File: config.mk
export PLATFORM = sky130hd
export DESIGN_NAME = ext_bus_strobe_gen
export DESIGN_NICKNAME = d
export VERILOG_FILES = /design/src/rtl/strobe_pkg.sv /design/src/rtl/mc_phase_ctr.sv /design/src/rtl/mc_flag_latch.sv /design/src/rtl/strobe_window.sv /design/src/rtl/ext_bus_strobe_gen.sv
export SDC_FILE = /design/constraint.sdc
export NUM_CORES = 1
export LEC_CHECK = 0
export BUFFER_PORTS_ARGS = -buffer_cell sky130_fd_sc_hd__buf_2
export CORE_UTILIZATION = 45
export CTS_CLUSTER_DIAMETER = 120
export CTS_CLUSTER_SIZE = 10
export DETAILED_ROUTE_END_ITERATION = 8
export GPL_TIMING_DRIVEN = 1
export PLACE_DENSITY = 0.67
export SLEW_MARGIN = 40
export SYNTH_ARGS = -nofsm -noshare
export SYNTH_HDL_FRONTEND = slang
export SYNTH_SLANG_ARGS = --single-unit
File: constraint.sdc
create_clock -name clk -period 1.6 [get_ports clk]
set_input_delay 0.16 -clock clk [delete_from_list [all_inputs] [get_ports clk]]
set_output_delay 0.16 -clock clk [all_outputs]
set_load 0.01 [all_outputs]
File: src/rtl/strobe_pkg.sv
// Shared types for the external bus strobe generator.
package strobe_pkg;
    // Per-machine-cycle request flags, latched once per cycle.
    typedef struct packed {
        logic code_fetch;   // external code fetch in this cycle
        logic data_xfer;    // external data-memory transfer
        logic code_read;    // code-table read
        logic run_external; // execution from external program memory
        logic ale_mute;     // address strobe muted by software bit
    } cyc_flags_t;
endpackage

File: src/rtl/mc_phase_ctr.sv
// Machine-cycle phase counter.
// Counts oscillator periods 0..CYC_LEN-1 and reports the next phase so that
// downstream registers can be loaded with values for the coming period.
// Assumes CYC_LEN >= 2. Reset parks the count on the last phase so the first
// clock after reset enters phase 0.
module mc_phase_ctr #(
    parameter int CYC_LEN = 12,
    localparam int PW = $clog2(CYC_LEN)
) (
    input  logic          clk,
    input  logic          rst_n,
    output logic [PW-1:0] ph_q,
    output logic [PW-1:0] ph_nxt,
    output logic          wrap
);
    localparam logic [PW-1:0] LAST = PW'(CYC_LEN - 1);

    // Next-phase decode with wrap at the last phase.
    always_comb begin
        wrap   = (ph_q == LAST);
        ph_nxt = wrap ? '0 : ph_q + 1'b1;
    end

    // Phase register.
    always_ff @(posedge clk) begin
        if (!rst_n) ph_q <= LAST;
        else        ph_q <= ph_nxt;
    end
endmodule

File: src/rtl/mc_flag_latch.sv
// Holds the request flags for the current machine cycle.
// Loads new flags only when 'load' is high (last phase of a cycle) and
// exposes the value that will be in force during the next period.
module mc_flag_latch
    import strobe_pkg::*;
(
    input  logic       clk,
    input  logic       rst_n,
    input  logic       load,
    input  cyc_flags_t flags_in,
    output cyc_flags_t flags_q,
    output cyc_flags_t flags_nxt
);
    // Select between holding and loading.
    always_comb flags_nxt = load ? flags_in : flags_q;

    // Flag storage register.
    always_ff @(posedge clk) begin
        if (!rst_n) flags_q <= '0;
        else        flags_q <= flags_nxt;
    end
endmodule

File: src/rtl/strobe_window.sv
// Phase window decoder: hit is high when phase lies in [START, START+LEN).
// Purely combinational; assumes START+LEN fits in the phase range.
module strobe_window #(
    parameter int PW    = 4,
    parameter int START = 0,
    parameter int LEN   = 2
) (
    input  logic [PW-1:0] phase,
    output logic          hit
);
    // Range compare against constant bounds.
    always_comb hit = (int'(phase) >= START) && (int'(phase) < START + LEN);
endmodule

File: src/rtl/ext_bus_strobe_gen.sv
// External bus strobe generator (top).
// Produces a registered active-high address latch strobe and an active-low
// code read strobe, SLOTS times per machine cycle of CYC_LEN periods.
// The request flags are sampled on the edge that ends each machine cycle.
// A data transfer drops the last address slot and every read slot. The mute
// bit silences the address strobe (pin weakly pulled) unless a data or table
// access is in progress or execution runs externally.
// Assumes ALE_W + PSEN_W <= CYC_LEN / SLOTS.
module ext_bus_strobe_gen
    import strobe_pkg::*;
#(
    parameter int CYC_LEN = 12,
    parameter int SLOTS   = 2,
    parameter int ALE_W   = 2,
    parameter int PSEN_W  = 3
) (
    input  logic clk,
    input  logic rst_n,
    input  logic ext_fetch_i,
    input  logic movx_i,
    input  logic movc_i,
    input  logic ext_exec_i,
    input  logic ale_off_i,
    output logic ale_o,
    output logic psen_n_o,
    output logic ale_weak_o,
    output logic cycle_start_o
);
    localparam int PW       = $clog2(CYC_LEN);
    localparam int SLOT_LEN = CYC_LEN / SLOTS;

    logic [PW-1:0] ph_q;
    logic [PW-1:0] ph_nxt;
    logic          wrap;
    cyc_flags_t    flags_in;
    cyc_flags_t    flags_q;
    cyc_flags_t    flags_nxt;
    logic [SLOTS-1:0] ale_hit;
    logic [SLOTS-1:0] psen_hit;
    logic [SLOTS-1:0] ale_slot_en;
    logic ale_allow;
    logic ale_d;
    logic psen_d;

    // Pack the request inputs.
    always_comb begin
        flags_in.code_fetch   = ext_fetch_i;
        flags_in.data_xfer    = movx_i;
        flags_in.code_read    = movc_i;
        flags_in.run_external = ext_exec_i;
        flags_in.ale_mute     = ale_off_i;
    end

    mc_phase_ctr #(.CYC_LEN(CYC_LEN)) u_phase (
        .clk    (clk),
        .rst_n  (rst_n),
        .ph_q   (ph_q),
        .ph_nxt (ph_nxt),
        .wrap   (wrap)
    );

    mc_flag_latch u_flags (
        .clk       (clk),
        .rst_n     (rst_n),
        .load      (wrap),
        .flags_in  (flags_in),
        .flags_q   (flags_q),
        .flags_nxt (flags_nxt)
    );

    // One address window and one read window per slot.
    for (genvar s = 0; s < SLOTS; s++) begin : g_slot
        strobe_window #(.PW(PW), .START(s * SLOT_LEN), .LEN(ALE_W)) u_ale_win (
            .phase (ph_nxt),
            .hit   (ale_hit[s])
        );
        strobe_window #(.PW(PW), .START(s * SLOT_LEN + ALE_W), .LEN(PSEN_W)) u_psen_win (
            .phase (ph_nxt),
            .hit   (psen_hit[s])
        );
        // The last slot of a data-transfer cycle is given to the data access.
        if (s == SLOTS - 1) begin : g_last
            always_comb ale_slot_en[s] = !flags_nxt.data_xfer;
        end else begin : g_early
            always_comb ale_slot_en[s] = 1'b1;
        end
    end

    // Strobe decode for the coming period.
    always_comb begin
        ale_allow = !flags_nxt.ale_mute || flags_nxt.run_external ||
                    flags_nxt.data_xfer || flags_nxt.code_read;
        ale_d     = ale_allow && |(ale_hit & ale_slot_en);
        psen_d    = flags_nxt.code_fetch && !flags_nxt.data_xfer && |psen_hit;
    end

    // Output registers keep the pins glitch-free.
    always_ff @(posedge clk) begin
        if (!rst_n) begin
            ale_o         <= 1'b0;
            psen_n_o      <= 1'b1;
            ale_weak_o    <= 1'b0;
            cycle_start_o <= 1'b0;
        end else begin
            ale_o         <= ale_d;
            psen_n_o      <= !psen_d;
            ale_weak_o    <= !ale_allow;
            cycle_start_o <= (ph_nxt == '0);
        end
    end
endmodule

---- Word-level counts from Yosys, hierarchy flattened ----
Index checks and enable logic that the tools add are counted.
cells by class
  reduce and logical (&&, ||, !) cells .... 16
  order comparisons ....................... 7
  mux-type cells .......................... 2
  add/subtract/negate cells ............... 1
  equality and inequality tests ........... 1
  bitwise gates (word level) .............. 1
operators with widths
  operator                                                                              count
  4-bit < comparator (second input constant)                                            2
  1-bit logical AND                                                                     6
  5-bit 2-to-1 mux                                                                      1
  4-bit by 1-bit adder with 4-bit output (second input constant)                        1
  4-bit equality test (second input constant)                                           1
  4-bit by 2-bit greater-or-equal comparator with 1-bit output (second input constant)  1
  4-bit by 3-bit greater-or-equal comparator with 1-bit output (second input constant)  1
  4-bit greater-or-equal comparator (second input constant)                             1
  1-bit logical NOT                                                                     4
  4-bit logical NOT                                                                     1
  4-bit by 2-bit < comparator with 1-bit output (second input constant)                 1
  4-bit by 3-bit < comparator with 1-bit output (second input constant)                 1
  4-bit 2-to-1 mux                                                                      1
  2-bit OR reduction                                                                    2
  1-bit logical OR                                                                      3
  2-bit AND                                                                             1
word-level totals
  bits of input ports ..................... 7
  register bits after elaboration ......... 13

---- Depth between registers and ports, before layout ----
Gate-level depths: netlist of run 1.
  word-level depth ........................ 7
  depth in mapped cells ................... 6
  depth with buffers taken out ............ 6

---- Cells and area by module ----
A second synthesis of run 1 with hierarchy kept.
second synthesis, totals
  cells, all modules ...................... 53
  area total of the unflattened synthesis .. 575.6 um^2
by module, submodules not included
  module                                 times used  cells each  seq. area each (um^2)  area an instance (um^2)
  mc_flag_latch                          1           15          100.1                  191.4
  mc_phase_ctr                           1           19          80.1                   188.9
  ext_bus_strobe_gen                     1           12          80.1                   138.9
  strobe_window at g_slot[0].u_psen_win  1           3           0.0                    21.3
  strobe_window at g_slot[1].u_psen_win  1           2           0.0                    16.3
  strobe_window at g_slot[0].u_ale_win   1           1           0.0                    10.0
  strobe_window at g_slot[1].u_ale_win   1           1           0.0                    8.8

---- Worst setup path after synthesis of run 1 ----
No wires, ideal clock.
  path kind ............................... register -> register
  from .................................... register u_phase.ph_q[0]
  to ...................................... register ale_o
  setup time .............................. 0.127 ns
  setup slack ............................. 0.194 ns
  arrival time ............................ 1.279 ns
  stages on the path, launching flop included .. 6
  path buffers ............................ 0
  data required time ...................... 1.473 ns
  path through ............................ dfxtp_1 -> ha_1 -> nand2b_1 -> o21ai_0 -> mux2i_1 -> nor3_2
on the way
  longest elaborated chain between the ends .. 7
  elaborated cells between the ends (all ways) .. 16
  classes of those cells .................. add/sub (1); order compare (3); eq/ne (1); mux (2); bitwise (1); reduce/logical (8)
ends and longest elaborated chain
  item                                                                                        line                                                source
  start, declared                                                                             mc_phase_ctr.sv:12                                  output logic [PW-1:0] ph_q,
  start signal, assigned                                                                      mc_phase_ctr.sv:27                                  else ph_q <= ph_nxt;
  4-bit by 1-bit adder with 4-bit output / 4-bit equality test (equally long branches)        mc_phase_ctr.sv:21, mc_phase_ctr.sv:20
  4-bit 2-to-1 mux / 5-bit 2-to-1 mux (equally long branches)                                 mc_phase_ctr.sv:21, mc_flag_latch.sv:15
  4-bit by 3-bit greater-or-equal comparator with 1-bit output, or another cell as far along  strobe_window.sv:12                                 always_comb hit = (int'(phase) >= START) && (int'(phase) < START + LEN);
  1-bit logical AND / 1-bit logical OR (equally long branches)                                strobe_window.sv:12, ext_bus_strobe_gen.sv:91
  2-bit AND / 1-bit logical OR (equally long branches)                                        ext_bus_strobe_gen.sv:93, ext_bus_strobe_gen.sv:91
  2-bit OR reduction / 1-bit logical OR (equally long branches)                               ext_bus_strobe_gen.sv:93, ext_bus_strobe_gen.sv:92
  1-bit logical AND (*)                                                                       ext_bus_strobe_gen.sv:93                            ale_d = ale_allow && |(ale_hit & ale_slot_en);
  end signal, assigned                                                                        ext_bus_strobe_gen.sv:105                           ale_o <= ale_d;
  end, declared                                                                               ext_bus_strobe_gen.sv:24                            output logic ale_o,
Every way passes the cells marked *; elsewhere a longest branch is shown, timed or not.
A chain may end at the register's enable or synchronous reset.

---- Final worst setup path of run 1 ----
  from .................................... register u_phase.ph_q[1]
  to ...................................... register ale_weak_o
on the way
  longest elaborated chain between the ends .. 7
ends and longest elaborated chain
  item                           line                       source
  4-bit equality test (*)        mc_phase_ctr.sv:20         wrap = (ph_q == LAST);
  5-bit 2-to-1 mux (*)           mc_flag_latch.sv:15        always_comb flags_nxt = load ? flags_in : flags_q;
  1-bit logical NOT              ext_bus_strobe_gen.sv:91   ale_allow = !flags_nxt.ale_mute || flags_nxt.run_external ||
  1-bit logical OR (2 in a row)  ext_bus_strobe_gen.sv:91
  1-bit logical OR (*)           ext_bus_strobe_gen.sv:92   flags_nxt.data_xfer || flags_nxt.code_read;
  1-bit logical NOT (*)          ext_bus_strobe_gen.sv:107  ale_weak_o <= !ale_allow;
  end signal, assigned           ext_bus_strobe_gen.sv:107
  end, declared                  ext_bus_strobe_gen.sv:26   output logic ale_weak_o,
Marked as above.

==> impl_results.md, run 1 <==
- Gp weighted congestion: roughly 0.78
- Via Count: ~480
- Crit. End Element: flop
- DP Wirelength: about 800 um
- Layout cell share with drive strength beyond 1: 24.10%
- First-pass DRT Iterations: 2
- Max VDD drop: approximately 0.63 mV
- CTS Root Buffer Type: clkbuf_4
- CP required: 1770 ps
- H-tree Lvls: 1
- Instance count on the critical path: 6
- Final worst-path setup slack: roughly 150 ps
- Placed Area: approximately 720 um2
- Drt first-iter violations: 7
- DRC: 0
- CP Data Arrival Time: approximately 1600 ps
- Final net count: 95
- Hold Startpoint: rst_n
- TritonCTS Sinks: 13
- Hold buffer count at CTS: 0
- R2r worst-path depth: 6
- MaxCap Viol Count: 0
- TritonCTS clock tree: yes
- Clock buffer depth: 2
- Worst reg2reg path endpoint: ale_weak_o
- Clk_skew: around 1.7 ps
- Post-Layout Cell Count: 98
- Die Height: between 30 and 40 um
- Startpoint types: flop
- Leading cell type in the layout, fill and taps excluded: dfxtp_1
- Worst setup path class: flop to flop
- DP Worst Slack: ~160 ps
- Slew @ Worst Pin: a little over 300 ps
- Post-CTS setup buffers: 0
- Syn Inst Count: 68
- Fmax: 688.3 MHz
- Port Buffer Count: 10
- Syn-to-layout area delta: 16.02%
- Critical path peak fanout: 6
- Setup TNS Final: 0 ps
- Crit path max-delay cell type: dfxtp_1
- Sequential Area: approximately 260 um2
- Clk Latency, worst-skew pair: roughly 280 ps
- Hold violation count in the final report: 0
- Initial Utilization: between 40% and 50%
- Hold WC Path Type: primary input to flop
- Clock-pin slew on the worst setup and hold paths: 70 ps
- CP endpoint: ale_weak_o
- # diodes: 0
- Core area: 1318 um2
- Area of the multi-input gates: 339.1 um2
- Status: complete, no violations
- Worst setup startpoint: u_phase.ph_q[1]
- Vias in the first global route: roughly 380
- Grt ovf: 0
- Unrepaired setup endpoints after global routing: no
- Worst reg2reg path startpoint: u_phase.ph_q[1]
- Slew HR: between 70% and 80%
- Dominant cells by area after synthesis: dfxtp_1 41%, mux2i_1 9.4%, ha_1 7.8%, nor2b_1 3.9%, inv_1 2.9%
- Overall Global Routing Usage: ~16%
- Drt total wl: approximately 1.1 mm
- Power density cells: roughly 1200 nW/um2
- Sequential area share after synthesis: roughly two fifths
- Syn Nets: slightly below 80
- Initial antenna violation count: 0
- Largest net degree at the start of global routing: 11
- Most Crowded Layer GR: met2
- Crit path cell chain: ha_1 -> nand3b_1 -> buf_4 -> mux2i_2 -> nor2b_2 -> nor2b_1
- Vias per cell: 4.939
- #FFs+latches synth: 13
- Final Cell Area: between 700 and 800 um2
- Top Family by Delay on Critical Path: flip-flops
- Synth top area share: around 40%
- # fillers: ~120
- DRT antenna net count: 0
- Worst R2R Setup Slack: approximately 150 ps
- GRT met2 Usage: between 20% and 30%
- Final Cycle Share: between 90 and 100%
- Yosys top cell by area: dfxtp_1
- DIE AREA: between 1500 and 2000 um2
- Num rows: 13
- CP Buf/Inv Count: 1
- Synth unique cells: 27
- M3 GR Usage: between 10% and 20%
- DP Cell Count: 94
- # IOs: 11
- Inserted Clock Buffers: 3
- Crit-path max cell delay: approximately 420 ps
- Highest-count cells in the layout ignoring fill and taps: 13 x dfxtp_1, 10 x buf_2, 6 x mux2i_1
- Avg WL per Cell: 10.74 um
- Clock period minus worst slack: between 1000 and 1500 ps
- Synth Area per Inst: around 9.4 um2
- First-pass GRT wire length: 1.607 mm
- Final Slew Violations: 0
- Die X: 39.73 um
- Warning count from the yosys run: 0
- Final setup violation count: 0
- GR met1 Demand/Resource: about a fifth
- Leak: 0.3526 nW
- Mapped cell area: approximately 640 um2
layout make-up:
cell class	count	share of cell area, %
timing repair buffer	14	10.77
sequential	13	35.02
inverter	5	2.525
clock buffer	4	3.535
multi-input combinational	47	45.62
tap	15	2.525
synthesized netlist by cell type:
master,count
nand2b_1,3
or2b_1,1
o211ai_1,1
nand3_1,3
buf_6,1
o21ai_0,3
mux2i_2,1
nor3_2,1
o21ai_1,1
o2111ai_1,1
clkbuf_1,1
o22ai_1,1
xor2_1,1
o2bb2ai_1,1
buf_4,1
and2_1,1
nand3b_1,2
inv_1,5
nand2_1,5
nor3_1,3
nor2b_2,1
mux2i_1,6
ha_1,4
nor2b_1,4
dfxtp_1,13
nor2_1,2
o21a_1,1
layer usage:
metal	part of all wire (%)	up-vias
met1	51	213
met4	1.3	0
met3	5.7	2
met2	42	10
li1	-	259
met5	0	-
worst reg2reg max path, cell delays in order (launching register included):
cell and delay [ps]:
dfxtp_1 420, ha_1 220, nand3b_1 120, buf_4 190
mux2i_2 210, nor2b_2 60, nor2b_1 120
repair_timing:
item	in CTS	in global routing
endpoints found under the hold margin	0	0
setup endpoints to repair	0	1
gates resized for setup	0	1
flip-flops by register name, summed over array words and instances, names as in the netlist:
signal and flops:
ale_o 1, ale_weak_o 1, cycle_start_o 1, psen_n_o 1, u_flags.flags_q 5, u_phase.ph_q 4
worst min path at each step:
stage | endpoint | slack, ps | cells past startpoint
global placement | u_phase.ph_q[0] | 420 | 2
global route | u_flags.flags_q[4] | 130 | 3
detailed placement | u_phase.ph_q[0] | 420 | 2
floorplan | u_flags.flags_q[4] | 310 | 2
finish | u_phase.ph_q[0] | 140 | 2
CTS | u_phase.ph_q[0] | 140 | 2
per-stage QoR:
| stage | total power, W | hold slack (ps) | utilization (%) |
|---|---|---|---|
| global route | 0.0009917 | 131.8 | 56.41 |
| floorplan | 0.0006485 | 310.8 | - |
| CTS | 0.0009220 | 137.2 | 56.41 |
| global placement | 0.0007211 | 415.6 | 54.42 |
| detailed placement | 0.0007229 | 424.7 | 54.42 |
| finish | 0.0009175 | 138.3 | 56.41 |
where the power goes:
group | internal (W) | total (W) | leakage [nW] | switching (W)
registers | 0.000371 | 0.000409 | 0.107 | 0.0000375
clock network | 0.0000969 | 0.000201 | 0.0150 | 0.000104
logic | 0.000155 | 0.000308 | 0.230 | 0.000153
cells by family (layout without fill, tap and decap cells):
group / Yosys count / count (layout) / synth area share [%]
buf+inv: 8 / 23 / 6.445
fa+ha+maj: 4 / 4 / 7.813
flops: 13 / 13 / 40.63
compound gates: 9 / 9 / 9.180
xor+xnor: 1 / 1 / 1.367
mux: 7 / 7 / 11.52
simple gates: 26 / 26 / 23.05
Power figures use the tool's default switching activity.
==> run 2, diff against run 1 <==
--- a/config.mk
+++ b/config.mk
@@ -5,13 +5,13 @@
 export SDC_FILE = /design/constraint.sdc
 export NUM_CORES = 1
 export LEC_CHECK = 0
-export BUFFER_PORTS_ARGS = -buffer_cell sky130_fd_sc_hd__buf_2
 export CORE_UTILIZATION = 45
 export CTS_CLUSTER_DIAMETER = 120
 export CTS_CLUSTER_SIZE = 10
 export DETAILED_ROUTE_END_ITERATION = 8
+export DONT_BUFFER_PORTS = 1
 export GPL_TIMING_DRIVEN = 1
-export PLACE_DENSITY = 0.67
+export PLACE_DENSITY = 0.61
 export SLEW_MARGIN = 40
 export SYNTH_ARGS = -nofsm -noshare
 export SYNTH_HDL_FRONTEND = slang
==> impl_results.md, run 2 (synthesized netlist as in run 1, its figures left out) <==
- Vias per cell: 5.154 (+4.4%)
- Die X: 39.73 um (unchanged)
- DP Wirelength: 753.5 um (-7.4%)
- Status: complete, no violations
- Hold WC Path Type: primary input to flop
- DIE AREA: 1578 um2 (unchanged)
- Final net count: 88 (-7.4%)
- Seq pwr share: 45.7% (+1.2 points)
- Max reg flops: 5 (unchanged)
- Die Height: 39.73 um (unchanged)
- Core area: 1318 um2 (unchanged)
- First-pass DRT Iterations: 4 (+2)
- Gp weighted congestion: 0.7934 (+1.7%)
- Port Buffer Count: 0 (-10)
- Switching pwr: 0.0002837 W (-3.7%)
- Instance count on the critical path: 6 (unchanged)
- Leak: 0.3238 nW (-8.2%)
- Overall Global Routing Usage: 15.96% (-0.038 points)
- DRT antenna net count: 0 (unchanged)
- Highest-count cells in the layout ignoring fill and taps: 12 x dfxtp_1, 6 x mux2i_1, 6 x buf_4
- Switching Share: 31.16% (-0.95 points)
- TritonCTS clock tree: yes
- Avg WL per Cell: 11.65 um (+8.4%)
- Sequential Area: 261.5 um2 (+0.48%)
- Hold violation count in the final report: 0 (unchanged)
- Initial antenna violation count: 0 (unchanged)
- Clock-pin slew on the worst setup and hold paths: 70 ps (about the same)
- Final Slew Violations: 0 (unchanged)
- H-tree Lvls: 1 (unchanged)
- Drt total wl: 1.060 mm (+0.66%)
- Crit. End Element: flop
- Drt first-iter violations: 13 (+6)
- Vias in the first global route: 366 (-2.7%)
- Crit path max-delay cell type: dfxtp_2
- Critical path peak fanout: 6 (unchanged)
- Layout cell share with drive strength beyond 1: 17.11% (-7.0 points)
- Clock period minus worst slack: 1456 ps (+3.087 ps)
- Clock share of power: 21.4% (-0.5 points)
- Startpoint types: flop
- R2r worst-path depth: 6 (unchanged)
- Largest net degree at the start of global routing: 9 (-2)
- Fmax: 686.8 MHz (-0.21%)
- CP required: 1760 ps (about the same)
- Via Count: 469 (-3.1%)
- Final setup violation count: 0 (unchanged)
- Clk Latency, worst-skew pair: 270 ps (about the same)
- Syn-to-layout area delta: 12.30%
- # diodes: 0 (unchanged)
- TritonCTS Sinks: 13 (unchanged)
- Total power: 0.0009105 W (-0.76%)
- CP Buf/Inv Count: 1 (unchanged)
- Slew @ Worst Pin: 401.5 ps (+90.76 ps)
- Final Cycle Share: 91.00% (+0.19 points)
- Top Registers: u_flags.flags_q x5, u_phase.ph_q x4
- Slew HR: 72.95% (-6.2 points)
- Biggest register: u_flags.flags_q
- Clock buffer depth: 2 (unchanged)
- Comb power frac: 32.9% (-0.7 points)
- MaxCap Viol Count: 0 (unchanged)
- Inserted Clock Buffers: 3 (unchanged)
- Crit-path max cell delay: 350 ps (-70 ps)
- Grt ovf: 0 (unchanged)
- Pint: 0.0006268 W (+0.63%)
- Top Family by Delay on Critical Path: flip-flops
- Power density cells: 1266 nW/um2 (+2.5%)
- Crit path cell chain: ha_1 -> buf_4 -> nand2b_1 -> o21ai_0 -> mux2i_1 -> nor3_2
- Setup TNS Final: 0 ps (unchanged)
- # IOs: 11 (unchanged)
- DRC: 0 (unchanged)
- CP Data Arrival Time: 1620 ps (about the same)
- Hold Path Stages: 1 (-1)
- CTS Root Buffer Type: clkbuf_4
- Unrepaired setup endpoints after global routing: no
- Clk_skew: 5.475 ps (+3.739 ps)
- Max VDD drop: 0.5873 mV (-6.5%)
- Num rows: 13 (unchanged)
- Initial Utilization: 48.62% (unchanged)
- First-pass GRT wire length: 1.587 mm (-1.2%)
- Worst setup path class: flop to flop
- # fillers: 117 (-3.3%)
- Area of the multi-input gates: 339.1 um2 (unchanged)
- Leading cell type in the layout, fill and taps excluded: dfxtp_1
[run 2: repair_timing]
action / CTS / global route
buffers inserted: 0 / 2
endpoints found under the hold margin: 3 / 0
hold buffers: 1 / 0
endpoints found under the setup margin: 0 / 6
gates resized for setup: 0 / 1
[run 2: path summary, 6_finish.rpt]
kind,start,slack (ps),endpoint
max,u_phase.ph_q[0],140,ale_o
min,rst_n,10,u_flags.flags_q[3]
max reg2reg,u_phase.ph_q[0],140,ale_o
min reg2reg,u_flags.flags_q[4],480,u_flags.flags_q[4]
[run 2: worst register-to-register path: stages (launching register included)]
cell and delay, ps:
dfxtp_2 350, ha_1 230, buf_4 160, nand2b_1 130
o21ai_0 160, mux2i_1 270, nor3_2 50
[run 2: metrics by stage]
| step | setup WS (ps) | util, % | hold WS, ps | area, um2 | instances |
|---|---|---|---|---|---|
| 2_1_floorplan | 194.2 | - | 310.8 | 640.6 | 68 |
| 3_3_place_gp | 119.3 | 50.62 | 234.7 | 666.9 | 84 |
| 3_5_place_dp | 85.96 | 50.62 | 231.5 | 666.9 | 84 |
| 4_1_cts | 65.36 | 53.37 | 6.492 | 703.2 | 89 |
| 5_1_grt | 29.20 | 54.61 | 18.92 | 719.4 | 91 |
| 6_report | 144.0 | 54.61 | 14.22 | 719.4 | 91 |
[run 2: cell type report]
cell class,count,area share [%]
multi-input combinational,47,47.13
sequential,13,36.35
timing repair buffer,7,7.652
clock buffer,4,3.652
inverter,5,2.609
tap,15,2.609
[run 2: per-layer routing]
metal | routed length [um] | vias to the layer above | share of wire, % | track usage, %
met5 | 0 | - | 0 | 0
met4 | 0 | 0 | 0 | 5.172
met3 | 74 | 0 | 7.0 | 10.80
met2 | 463 | 12 | 44 | 19.26
met1 | 521 | 209 | 49 | 21.62
li1 | - | 248 | - | -
[run 2: power groups by stage]
stage	Combinational, W	Clock, W	Sequential [W]
2_1_floorplan	0.000237	0	0.000411
3_3_place_gp	0.000276	0	0.000423
3_5_place_dp	0.000276	0	0.000423
4_1_cts	0.000281	0.000202	0.000416
5_1_grt	0.000333	0.000212	0.000425
6_report	0.000300	0.000195	0.000416
